<file path="config.mk">
export PLATFORM = sky130hd
export DESIGN_NAME = ddr2_init_seq
export DESIGN_NICKNAME = d
export VERILOG_FILES = /design/src/rtl/ddr2_init_pkg.sv /design/src/rtl/ddr2_init_ctrl.sv /design/src/rtl/ddr2_init_dp.sv /design/src/rtl/ddr2_init_seq.sv
export SDC_FILE = /design/constraint.sdc
export NUM_CORES = 1
export LEC_CHECK = 0
export BUFFER_PORTS_ARGS = -buffer_cell sky130_fd_sc_hd__buf_2
export CAP_MARGIN = 20
export CORE_UTILIZATION = 45
export CTS_CLUSTER_DIAMETER = 30
export DETAILED_ROUTE_END_ITERATION = 12
export PLACE_DENSITY_LB_ADDON = 0.15
export RECOVER_POWER = 25
export SYNTH_ARGS = -nofsm -noshare
export SYNTH_HDL_FRONTEND = slang
export SYNTH_SLANG_ARGS = --single-unit
</file>
<file path="constraint.sdc">
create_clock -name clk -period 5.95 [get_ports clk]
set_clock_uncertainty 0.15 [all_clocks]
set_input_delay 0.2975 -clock clk [delete_from_list [all_inputs] [get_ports clk]]
set_output_delay 0.2975 -clock clk [all_outputs]
set_load 0.02 [all_outputs]
</file>
<file path="src/rtl/ddr2_init_pkg.sv">
package ddr2_init_pkg;

  localparam int CMD_WORD_W = 22;
  localparam int ADDR_FIELD_W = 16;
  localparam int NUM_STEPS = 14;

  // Command code as driven in cmdWord[21:19]
  typedef enum logic [2:0] {
    CMD_MRS = 3'd0,
    CMD_REF = 3'd1,
    CMD_PRE = 3'd2,
    CMD_WR  = 3'd4,
    CMD_RD  = 3'd5,
    CMD_NOP = 3'd7
  } cmdCode_e;

  // Mode register select as driven in cmdWord[17:16]
  typedef enum logic [1:0] {
    SEL_MR   = 2'd0,
    SEL_EMR  = 2'd1,
    SEL_EMR2 = 2'd2,
    SEL_EMR3 = 2'd3
  } modeSel_e;

  // Position in the init sequence; the order is the behaviour
  typedef enum logic [3:0] {
    ST_NOP      = 4'd0,
    ST_PRE_A    = 4'd1,
    ST_EMR2     = 4'd2,
    ST_EMR3     = 4'd3,
    ST_EMR_DLL  = 4'd4,
    ST_MR_RST   = 4'd5,
    ST_PRE_B    = 4'd6,
    ST_REF0     = 4'd7,
    ST_REF1     = 4'd8,
    ST_REF2     = 4'd9,
    ST_REF3     = 4'd10,
    ST_MR_RUN   = 4'd11,
    ST_EMR_OCD  = 4'd12,
    ST_EMR_EXIT = 4'd13,
    ST_FINISH   = 4'd14
  } step_e;

  // Strobes from control to datapath
  typedef struct packed {
    logic  latchCfg;
    logic  issue;
    step_e step;
  } seqStrobe_t;

  localparam logic [CMD_WORD_W-1:0] IDLE_WORD = 22'h380000;

  function automatic logic [CMD_WORD_W-1:0] packCmd(cmdCode_e code, modeSel_e sel,
                                                    logic [ADDR_FIELD_W-1:0] addr);
    return {code, 1'b0, sel, addr};
  endfunction

endpackage

</file>
<file path="src/rtl/ddr2_init_ctrl.sv">
module ddr2_init_ctrl
  import ddr2_init_pkg::*;
#(
  parameter int PWRUP_CYCLES = 40000,
  parameter int T_NOP = 100,
  parameter int T_RP = 4,
  parameter int T_MRD = 2,
  parameter int T_RFC = 26,
  parameter int T_DLL = 200
) (
  input  logic       clk,
  input  logic       rstN,
  input  logic       start,
  input  logic       cfgOk,
  output seqStrobe_t strb,
  output logic       busy,
  output logic       done,
  output logic       cfgError
);

  // Gaps shorter than two cycles cannot be met by the issue/wait loop
  localparam int W_NOP = (T_NOP < 2) ? 2 : T_NOP;
  localparam int W_RP  = (T_RP  < 2) ? 2 : T_RP;
  localparam int W_MRD = (T_MRD < 2) ? 2 : T_MRD;
  localparam int W_RFC = (T_RFC < 2) ? 2 : T_RFC;
  localparam int W_DLL = (T_DLL < 2) ? 2 : T_DLL;
  localparam int MAX_A = (W_NOP > W_RP) ? W_NOP : W_RP;
  localparam int MAX_B = (W_MRD > W_RFC) ? W_MRD : W_RFC;
  localparam int MAX_C = (MAX_A > MAX_B) ? MAX_A : MAX_B;
  localparam int MAX_W = (MAX_C > W_DLL) ? MAX_C : W_DLL;
  localparam int CNT_W = $clog2(MAX_W + 1);
  localparam int PWR_LIM = (PWRUP_CYCLES < 1) ? 1 : PWRUP_CYCLES;
  localparam int PWR_W = $clog2(PWR_LIM + 1);

  typedef enum logic [1:0] {S_IDLE, S_PWR, S_ISSUE, S_WAIT} state_e;

  state_e state;
  step_e step;
  logic [CNT_W-1:0] waitCnt;
  logic [PWR_W-1:0] pwrCnt;
  logic pwrOk;
  logic accept;

  // Counter load for the gap after a step: the issue edge and the
  // zero-detect edge account for the remaining two cycles
  function automatic logic [CNT_W-1:0] waitLoad(step_e s);
    case (s)
      ST_NOP:                              return CNT_W'(W_NOP - 2);
      ST_PRE_A, ST_PRE_B:                  return CNT_W'(W_RP - 2);
      ST_MR_RST:                           return CNT_W'(W_DLL - 2);
      ST_REF0, ST_REF1, ST_REF2, ST_REF3:  return CNT_W'(W_RFC - 2);
      default:                             return CNT_W'(W_MRD - 2);
    endcase
  endfunction

  assign accept = (state == S_IDLE) && start;
  assign busy = (state != S_IDLE);

  always_comb begin
    strb.latchCfg = accept && cfgOk;
    strb.issue = (state == S_ISSUE) && (step != ST_FINISH);
    strb.step = step;
  end

  // Power-up interval, counted once from reset release
  always_ff @(posedge clk) begin
    if (!rstN) begin
      pwrCnt <= '0;
      pwrOk <= 1'b0;
    end else if (!pwrOk) begin
      pwrCnt <= pwrCnt + 1'b1;
      pwrOk <= (pwrCnt == PWR_W'(PWR_LIM - 1));
    end
  end

  always_ff @(posedge clk) begin
    if (!rstN) begin
      state <= S_IDLE;
      step <= ST_NOP;
      waitCnt <= '0;
      done <= 1'b0;
      cfgError <= 1'b0;
    end else begin
      case (state)
        S_IDLE: begin
          if (accept) begin
            done <= 1'b0;
            if (cfgOk) begin
              cfgError <= 1'b0;
              step <= ST_NOP;
              state <= S_PWR;
            end else begin
              cfgError <= 1'b1;
            end
          end
        end
        S_PWR: begin
          if (pwrOk) state <= S_ISSUE;
        end
        S_ISSUE: begin
          if (step == ST_FINISH) begin
            done <= 1'b1;
            state <= S_IDLE;
          end else begin
            waitCnt <= waitLoad(step);
            state <= S_WAIT;
          end
        end
        S_WAIT: begin
          if (waitCnt == '0) begin
            step <= step_e'(step + 4'd1);
            state <= S_ISSUE;
          end else begin
            waitCnt <= waitCnt - 1'b1;
          end
        end
        default: state <= S_IDLE;
      endcase
    end
  end

endmodule

</file>
<file path="src/rtl/ddr2_init_dp.sv">
module ddr2_init_dp
  import ddr2_init_pkg::*;
(
  input  logic                  clk,
  input  logic                  rstN,
  input  logic [2:0]            casLat,
  input  logic [2:0]            wrRecov,
  input  logic [1:0]            dimmCount,
  input  seqStrobe_t            strb,
  output logic                  cfgOk,
  output logic                  cmdValid,
  output logic [CMD_WORD_W-1:0] cmdWord
);

  logic [2:0] casQ;
  logic [2:0] wrQ;
  logic dualQ;
  logic [2:0] wrCode;
  logic [ADDR_FIELD_W-1:0] mrAddr;
  logic [ADDR_FIELD_W-1:0] emrAddr;
  logic [CMD_WORD_W-1:0] nextWord;

  assign cfgOk = (casLat >= 3'd3) && (casLat <= 3'd5) &&
                 (wrRecov >= 3'd2) && (wrRecov <= 3'd6) &&
                 ((dimmCount == 2'd1) || (dimmCount == 2'd2));

  // Configuration is frozen for the whole run
  always_ff @(posedge clk) begin
    if (!rstN) begin
      casQ <= 3'd3;
      wrQ <= 3'd2;
      dualQ <= 1'b0;
    end else if (strb.latchCfg) begin
      casQ <= casLat;
      wrQ <= wrRecov;
      dualQ <= (dimmCount == 2'd2);
    end
  end

  assign wrCode = wrQ - 3'd1;
  // bits 11:9 write recovery, 8 DLL reset (added per step), 6:4 CAS, 2:0 burst length
  assign mrAddr = {4'd0, wrCode, 1'b0, 1'b0, casQ, 4'b0010};
  // termination and drive strength follow the DIMM load
  assign emrAddr = dualQ ? 16'h0006 : 16'h0040;

  always_comb begin
    case (strb.step)
      ST_NOP:                             nextWord = packCmd(CMD_NOP, SEL_MR, 16'h0000);
      ST_PRE_A, ST_PRE_B:                 nextWord = packCmd(CMD_PRE, SEL_MR, 16'h0400);
      ST_EMR2:                            nextWord = packCmd(CMD_MRS, SEL_EMR2, 16'h0000);
      ST_EMR3:                            nextWord = packCmd(CMD_MRS, SEL_EMR3, 16'h0000);
      ST_EMR_DLL, ST_EMR_EXIT:            nextWord = packCmd(CMD_MRS, SEL_EMR, emrAddr);
      ST_MR_RST:                          nextWord = packCmd(CMD_MRS, SEL_MR, mrAddr | 16'h0100);
      ST_REF0, ST_REF1, ST_REF2, ST_REF3: nextWord = packCmd(CMD_REF, SEL_MR, 16'h0000);
      ST_MR_RUN:                          nextWord = packCmd(CMD_MRS, SEL_MR, mrAddr);
      ST_EMR_OCD:                         nextWord = packCmd(CMD_MRS, SEL_EMR, emrAddr | 16'h0380);
      default:                            nextWord = IDLE_WORD;
    endcase
  end

  always_ff @(posedge clk) begin
    if (!rstN) begin
      cmdValid <= 1'b0;
      cmdWord <= IDLE_WORD;
    end else if (strb.issue) begin
      cmdValid <= 1'b1;
      cmdWord <= nextWord;
    end else begin
      cmdValid <= 1'b0;
      cmdWord <= IDLE_WORD;
    end
  end

endmodule

</file>
<file path="src/rtl/ddr2_init_seq.sv">
module ddr2_init_seq
  import ddr2_init_pkg::*;
#(
  parameter int PWRUP_CYCLES = 40000,
  parameter int T_NOP = 100,
  parameter int T_RP = 4,
  parameter int T_MRD = 2,
  parameter int T_RFC = 26,
  parameter int T_DLL = 200
) (
  input  logic        clk,
  input  logic        rstN,
  input  logic        start,
  input  logic [2:0]  casLat,
  input  logic [2:0]  wrRecov,
  input  logic [1:0]  dimmCount,
  output logic        busy,
  output logic        done,
  output logic        cfgError,
  output logic        cmdValid,
  output logic [21:0] cmdWord
);

  seqStrobe_t strb;
  logic cfgOk;

  ddr2_init_ctrl #(
    .PWRUP_CYCLES(PWRUP_CYCLES),
    .T_NOP(T_NOP),
    .T_RP(T_RP),
    .T_MRD(T_MRD),
    .T_RFC(T_RFC),
    .T_DLL(T_DLL)
  ) i_ctrl (
    .clk(clk),
    .rstN(rstN),
    .start(start),
    .cfgOk(cfgOk),
    .strb(strb),
    .busy(busy),
    .done(done),
    .cfgError(cfgError)
  );

  ddr2_init_dp i_dp (
    .clk(clk),
    .rstN(rstN),
    .casLat(casLat),
    .wrRecov(wrRecov),
    .dimmCount(dimmCount),
    .strb(strb),
    .cfgOk(cfgOk),
    .cmdValid(cmdValid),
    .cmdWord(cmdWord)
  );

endmodule

</file>
==> summary.md, run 1 <==
## Run status
* result of the run: complete, no violations

## GRT
* initial antenna violation count: 0
* maximum number of pins on one net before global-route repair: 37
* Remaining Overflow, GRT: 0
* first-pass GRT wire length: 10600 microns
* number of global-route vias before repair: 2312
* GRT Util Overall: 19.1%

## Setup path
* reg-to-reg startpoint: i_ctrl.waitCnt[0]$_SDFFE_PN0P_
* Critical Path Start Type: primary input
* highest cell delay on the worst timing path: 660 ps
* start point of the critical path: rstN
* biggest fanout along the worst timing path: 36
* slowest stage cell on the critical path: inv_1
* worst path arrival time: 2800 ps
* WS Path Type: in2reg
* cells along the critical path: clkbuf_1, inv_1, nor4b_2, o21ai_1, nand2b_1, o21bai_1
* Critical Path RT: 6070 ps
* kind of end point of the critical path: flip-flop

## Drt
* WL/cell: 13.6 microns
* vias after detailed routing: 2426
* total iterations of the first detailed-routing run: 4
* routed wire length: 6220 microns
* via count normalized by instance count: 5.31
* post-detailed-route count of antenna-violating nets: 0
* Iteration-0 DRC Markers: 114
* Post-route DRC: 0

## Cells and area
* area growth from synthesis to layout: 10.3%
* Antenna Cells: 0
* share of post-route cells with drive strength above 1: 11.3%
* filler cell count in the final layout: 637
* nets@finish: 396
* area of the multi-input gates: 0.00161 sq mm
* sequential cell area: 0.00122 sq mm

## Synth
* most common cell in the synthesized netlist: dfxtp_1
* leading post-synthesis cells by cell area: dfxtp_1 (41%), nor2_1 (5.0%), nand2_1 (4.3%)
* leading post-synthesis cells by instance count: dfxtp_1 (61), nor2_1 (40), nand2_1 (34)
* sequential area share after synthesis: 40.8%
* share of async-settable or async-resettable flops after synthesis: 0%
* Unique masters post-synth: 64
* Yosys warnings: 0
* top flip-flop cell by instance count after synthesis: dfxtp_1
* synthesized flop and latch total: 61
* number of standard cells after synthesis: 349
* Synth area leader: dfxtp_1
* combined area of all synthesized cells: 0.00300 sq mm
* area share of the largest cell type after synthesis: 40.8%
* Avg Cell Area, Syn: 8.58 sq um
* Post-synth EDFFs: 0

## Timing
* final-report hold violation count: 0
* worst max-slew margin expressed relative to the limit: 21.2%
* final-layout worst hold slack: 58.6 ps
* actual transition at the worst max-transition pin: 1180 ps
* crit path time final: 2690 ps
* unrepaired setup endpoints after global routing: false
* max-slew violation count: 0
* maximum frequency from static timing analysis: 372 MHz
* Finish-stage setup viols: 0
* Period Utilization, post-route: 45.1%
* Total Neg Setup Slack: 0 ps

## Placement
* final weighted congestion in routability-driven placement: 0.862
* Detail Placement HPWL: 4320 microns
* count of input and output buffers: 29

## Floorplanning
* horizontal extent of the die: 83.6 microns
* number of ports placed on the die boundary: 37
* Die Footprint: 0.00699 sq mm
* Starting Density: 46.9%
* placeable core area: 0.00639 sq mm
* die span in y: 83.6 microns
* standard-cell row count: 29

## Clock tree
* buffers from clock root to sink, at most: 2
* # H-tree levels: 3
* Worst-Skew Late Latency: 340 ps
* cts bufs inserted: 9
* clock tree from TritonCTS: built
* library cell used as clock root buffer: clkbuf_8
* number of clock sinks: 61
* post-cts resize count: 0
* clock slew at reported path FFs: 70 ps
* Post-CTS Setup Bufs: 0
* hold-fix buffers at CTS: 0

## Pwr
* Max rail drop VDD: 0.136 mV
* static leakage power: 1.28 nW
* ratio of total power to cell area: 237 mW/mm^2

## Hold path
* Hold Startpoint: casLat[0]
* type of the tightest min-delay check: in2reg

## Run
* total of max-cap violations: 0

-- state kept, by name (all words and copies together), names as in the netlist, named ones only --
register / flops
i_ctrl.done: 1
i_ctrl.pwrCnt: 16
i_ctrl.waitCnt: 8
i_dp.casQ: 3
i_dp.cmdWord: 15
i_ctrl.cfgError: 1
i_ctrl.pwrOk: 1
i_dp.wrQ: 3
i_ctrl.state: 2
i_dp.dualQ: 1
i_dp.cmdValid: 1
i_ctrl.step: 4
-- kinds of logic (layout without fill, tap and decap cells) --
group                      Yosys count  count (layout)  share of synthesized area, %
and+or+nand+nor                    138             138                          24.5
AOI/OAI and AO/OA                   79              79                          18.1
DFF                                 61              61                          40.8
buffers and inverters               40              65                          6.27
xor gates and xnor gates            18              18                          5.26
adders and majority gates           10              10                          4.18
muxes                                2               2                         0.835
other                                1               7                         0.125
-- worst max-delay path, delay by kind of cell --
| family | cells | cell delay [ps] |
|---|---|---|
| compound gates | 2 | 480 |
| buf+inv | 2 | 1060 |
| simple gates | 2 | 940 |
-- worst paths after layout --
kind	end	slack, ps	cells past startpoint
worst max-delay path	i_dp.cmdWord[9]$_SDFF_PN0_	3260	6
worst min-delay path	i_dp.casQ[0]$_SDFFE_PN1P_	60	3
worst max register to register	flip-flop	3310	10
worst min register to register	i_dp.cmdWord[5]$_SDFF_PN0_	290	2
-- where the power goes --
| part | internal [W] | switching (W) | leakage [nW] | total [W] |
|---|---|---|---|---|
| combinational | 0.0000110 | 0.0000222 | 0.700 | 0.0000331 |
| sequential | 0.000413 | 0.00000358 | 0.493 | 0.000416 |
| clock | 0.000172 | 0.000162 | 0.0921 | 0.000334 |
| total | 0.000595 | 0.000188 | 1.28 | 0.000783 |
-- cells in the final DEF, fill, tap and decap left out, types with 11 or more instances in the layout --
cell type / netlist / routed
nor2_1: 40 / 40
inv_1: 17 / 18
o21ai_0: 13 / 13
nand3_1: 13 / 13
clkbuf_8: 0 / 11
nand2_1: 34 / 34
clkbuf_1: 7 / 20
dfxtp_1: 61 / 61
a21oi_1: 22 / 22
-- routing by layer --
metal	GRT usage (%)	wire, microns
met1	24.4	3040
met2	29.1	2770
met3	6.03	240
met4	9.24	174
met5	0	0
-- layout make-up --
class	count	share of cell area, %
multi-input cells	254	48.7
flip-flops and latches	61	37.0
clock buffers	12	4.70
repair buffers	30	3.90
well taps	77	2.92
inverters	19	2.16
clock inverters	4	0.682
-- stage by stage --
| stage | power, W | utilization (%) | instance area [sq um] | setup WS (ps) | std cells |
|---|---|---|---|---|---|
| finish | 0.000783 | 51.7 | 3300 | 3260 | 457 |
| global placement | 0.000459 | 49.3 | 3150 | 3440 | 441 |
| detailed placement | 0.000459 | 49.3 | 3150 | 3370 | 441 |
| floorplan | 0.000453 | - | 3020 | 3660 | 355 |
| global route | 0.000817 | 51.7 | 3300 | 3010 | 457 |
| CTS | 0.000792 | 52.1 | 3330 | 3340 | 457 |
Note: power is estimated with default switching activity, not from simulation.
==> inputs of run 2 (changes only) <==
- clock period: 5.95 -> 2.6 ns (I/O delays scaled with it)
==> summary.md, run 2 (synthesis gave the netlist of run 1 again) <==
## Drt
* Iteration-0 DRC Markers: 154
* Post-route DRC: 0
* post-detailed-route count of antenna-violating nets: 0
* routed wire length: 6460 microns
* via count normalized by instance count: 5.34
* vias after detailed routing: 2527
* WL/cell: 13.6 microns
* total iterations of the first detailed-routing run: 4

## Setup path
* Critical Path RT: 2710 ps
* cells along the critical path: inv_1, ha_1, or4b_4, nor3_4, o31a_2, nor2_1, inv_1, ha_1, nand3b_1, o22ai_1
* count of buffer and inverter cells on the critical path: 2
* start point of the critical path: i_ctrl.waitCnt[0]$_SDFFE_PN0P_
* WS Path Type: reg2reg
* kind of end point of the critical path: flip-flop
* Worst path top cell family by delay: simple AND/OR/NAND/NOR gates
* worst reg-to-reg setup slack: 210 ps
* reg-to-reg startpoint: i_ctrl.waitCnt[0]$_SDFFE_PN0P_
* depth of the worst register-to-register path: 10
* highest cell delay on the worst timing path: 530 ps
* biggest fanout along the worst timing path: 4
* slowest stage cell on the critical path: or4b_4
* Critical Path Start Type: flip-flop
* Critical Path Stages: 10
* worst path arrival time: 2510 ps

## Timing
* Total Neg Setup Slack: 0 ps
* worst max-slew margin expressed relative to the limit: 61.7%
* max-slew violation count: 0
* crit path time final: 2390 ps
* actual transition at the worst max-transition pin: 573 ps
* maximum frequency from static timing analysis: 418 MHz
* unrepaired setup endpoints after global routing: false
* Period Utilization, post-route: 92.0%
* Finish-stage setup viols: 0
* final-report hold violation count: 0

## GRT
* number of global-route vias before repair: 2320
* first-pass GRT wire length: 10700 microns
* initial antenna violation count: 0
* maximum number of pins on one net before global-route repair: 21
* Remaining Overflow, GRT: 0
* GRT Util Overall: 19.1%

## Hold path
* end point of the most critical hold path: i_ctrl.done$_SDFFE_PN0P_
* Hold Startpoint: start
* type of the tightest min-delay check: in2reg
* count of cells along the worst hold path: 4

## Pwr
* part of the power in registers: 47.8%
* static leakage power: 1.38 nW
* Max rail drop VDD: 0.369 mV
* Comb pwr share: 4.5%
* ratio of total power to cell area: 571 mW/mm^2
* total internal power: 0.00157 W
* Switching Share: 21.4%
* power share of the clock group: 47.7%
* Net Switching: 0.000426 W
* total power draw: 0.00199 W

## Run
* total of max-cap violations: 0

## Clock tree
* Post-CTS Setup Bufs: 0
* number of clock sinks: 61
* library cell used as clock root buffer: clkbuf_8
* clock slew at reported path FFs: 70 ps
* buffers from clock root to sink, at most: 2
* Worst-Skew Late Latency: 340 ps
* # H-tree levels: 3
* cts bufs inserted: 9
* clock tree from TritonCTS: built

## Floorplanning
* horizontal extent of the die: 83.6 microns
* Die Footprint: 0.00699 sq mm
* standard-cell row count: 29
* die span in y: 83.6 microns
* Starting Density: 46.9%
* placeable core area: 0.00639 sq mm
* number of ports placed on the die boundary: 37

## Placement
* Detail Placement HPWL: 4470 microns
* count of input and output buffers: 29
* final weighted congestion in routability-driven placement: 0.840

## Cells and area
* share of post-route cells with drive strength above 1: 13.9%
* top flop regs: i_ctrl.pwrCnt x16, i_dp.cmdWord x15, i_ctrl.waitCnt x8
* filler cell count in the final layout: 596
* most common library cell in the layout ignoring fill and taps: dfxtp_1
* commonest non-fill, non-tap cells in the layout: dfxtp_1 (61), nor2_1 (40), nand2_1 (34), a21oi_1 (22), clkbuf_1 (19)
* max reg flops: 16
* area growth from synthesis to layout: 16.7%
* Antenna Cells: 0
* Reg with most FFs: i_ctrl.pwrCnt
* nets@finish: 412

## Run status
* result of the run: complete, no violations

[run 2: changes by cell type in the layout (fill, tap and decap cells not counted)]
cell,delta
clkbuf_1,-1
clkinv_2,-1
clkinvlp_4,-1
or4b_1,-1
or4b_4,+1
buf_2,+1
inv_1,-1
inv_2,+1
dlygate4sd3_1,+7
buf_4,+9
bufinv_16,+2
[run 2: how the worst max path moves through the flow]
| stage | to | slack, ps |
|---|---|---|
| global placement | flip-flop | 200 |
| CTS | flip-flop | 110 |
| detailed placement | flip-flop | 140 |
| global route | flip-flop | 60 |
| finish | flip-flop | 210 |
| floorplan | flip-flop | 310 |
[run 2: timing repair]
action | CTS | global route
gates resized for setup | 0 | 1
endpoints found under the setup margin | 0 | 1
hold endpoints to repair | 6 | 0
hold buffers | 7 | 0
[run 2: routing by layer]
| metal | wire (microns) | GRT usage [%] | vias to the layer above |
|---|---|---|---|
| met5 | 0 | 0 | - |
| met4 | 152 | 11.1 | 0 |
| met3 | 195 | 3.46 | 13 |
| met2 | 2940 | 30.5 | 42 |
| met1 | 3170 | 24.1 | 1179 |
| li1 | - | - | 1293 |
[run 2: layout make-up]
class / count / area [sq um] / area share, %
multi-input combinational: 254 / 1610 / 46.2
sequential: 61 / 1220 / 34.9
timing repair buffer: 46 / 268 / 7.66
clock buffer: 12 / 155 / 4.44
tap: 77 / 96.3 / 2.76
inverter: 19 / 71.3 / 2.04
clock inverter: 4 / 70.1 / 2.01
[run 2: metrics by stage]
stage                     instances  setup slack [ps]  area (sq um)  util, %  hold slack, ps
after floorplan                 355               309          3020        -             116
after global placement          450               205          3220     50.4             227
after detailed placement        450               143          3220     50.4             227
after CTS                       473               113          3510     55.0            3.80
after global routing            473              64.2          3490     54.7            57.2
final                           473               209          3490     54.7            15.0
[run 2: worst min-delay path: cells and delay by family]
kind	cells	cell delay, ps
buf+inv	2	150
compound gates	2	180
[run 2: power by group through the flow]
stage          Sequential [W]  Combinational [W]  Clock (W)
2_1_floorplan        0.000973          0.0000632          0
3_3_place_gp         0.000973          0.0000804          0
3_5_place_dp         0.000974          0.0000813          0
4_1_cts              0.000952          0.0000892   0.000975
5_1_grt              0.000954          0.0000992    0.00101
6_report             0.000953          0.0000892   0.000952
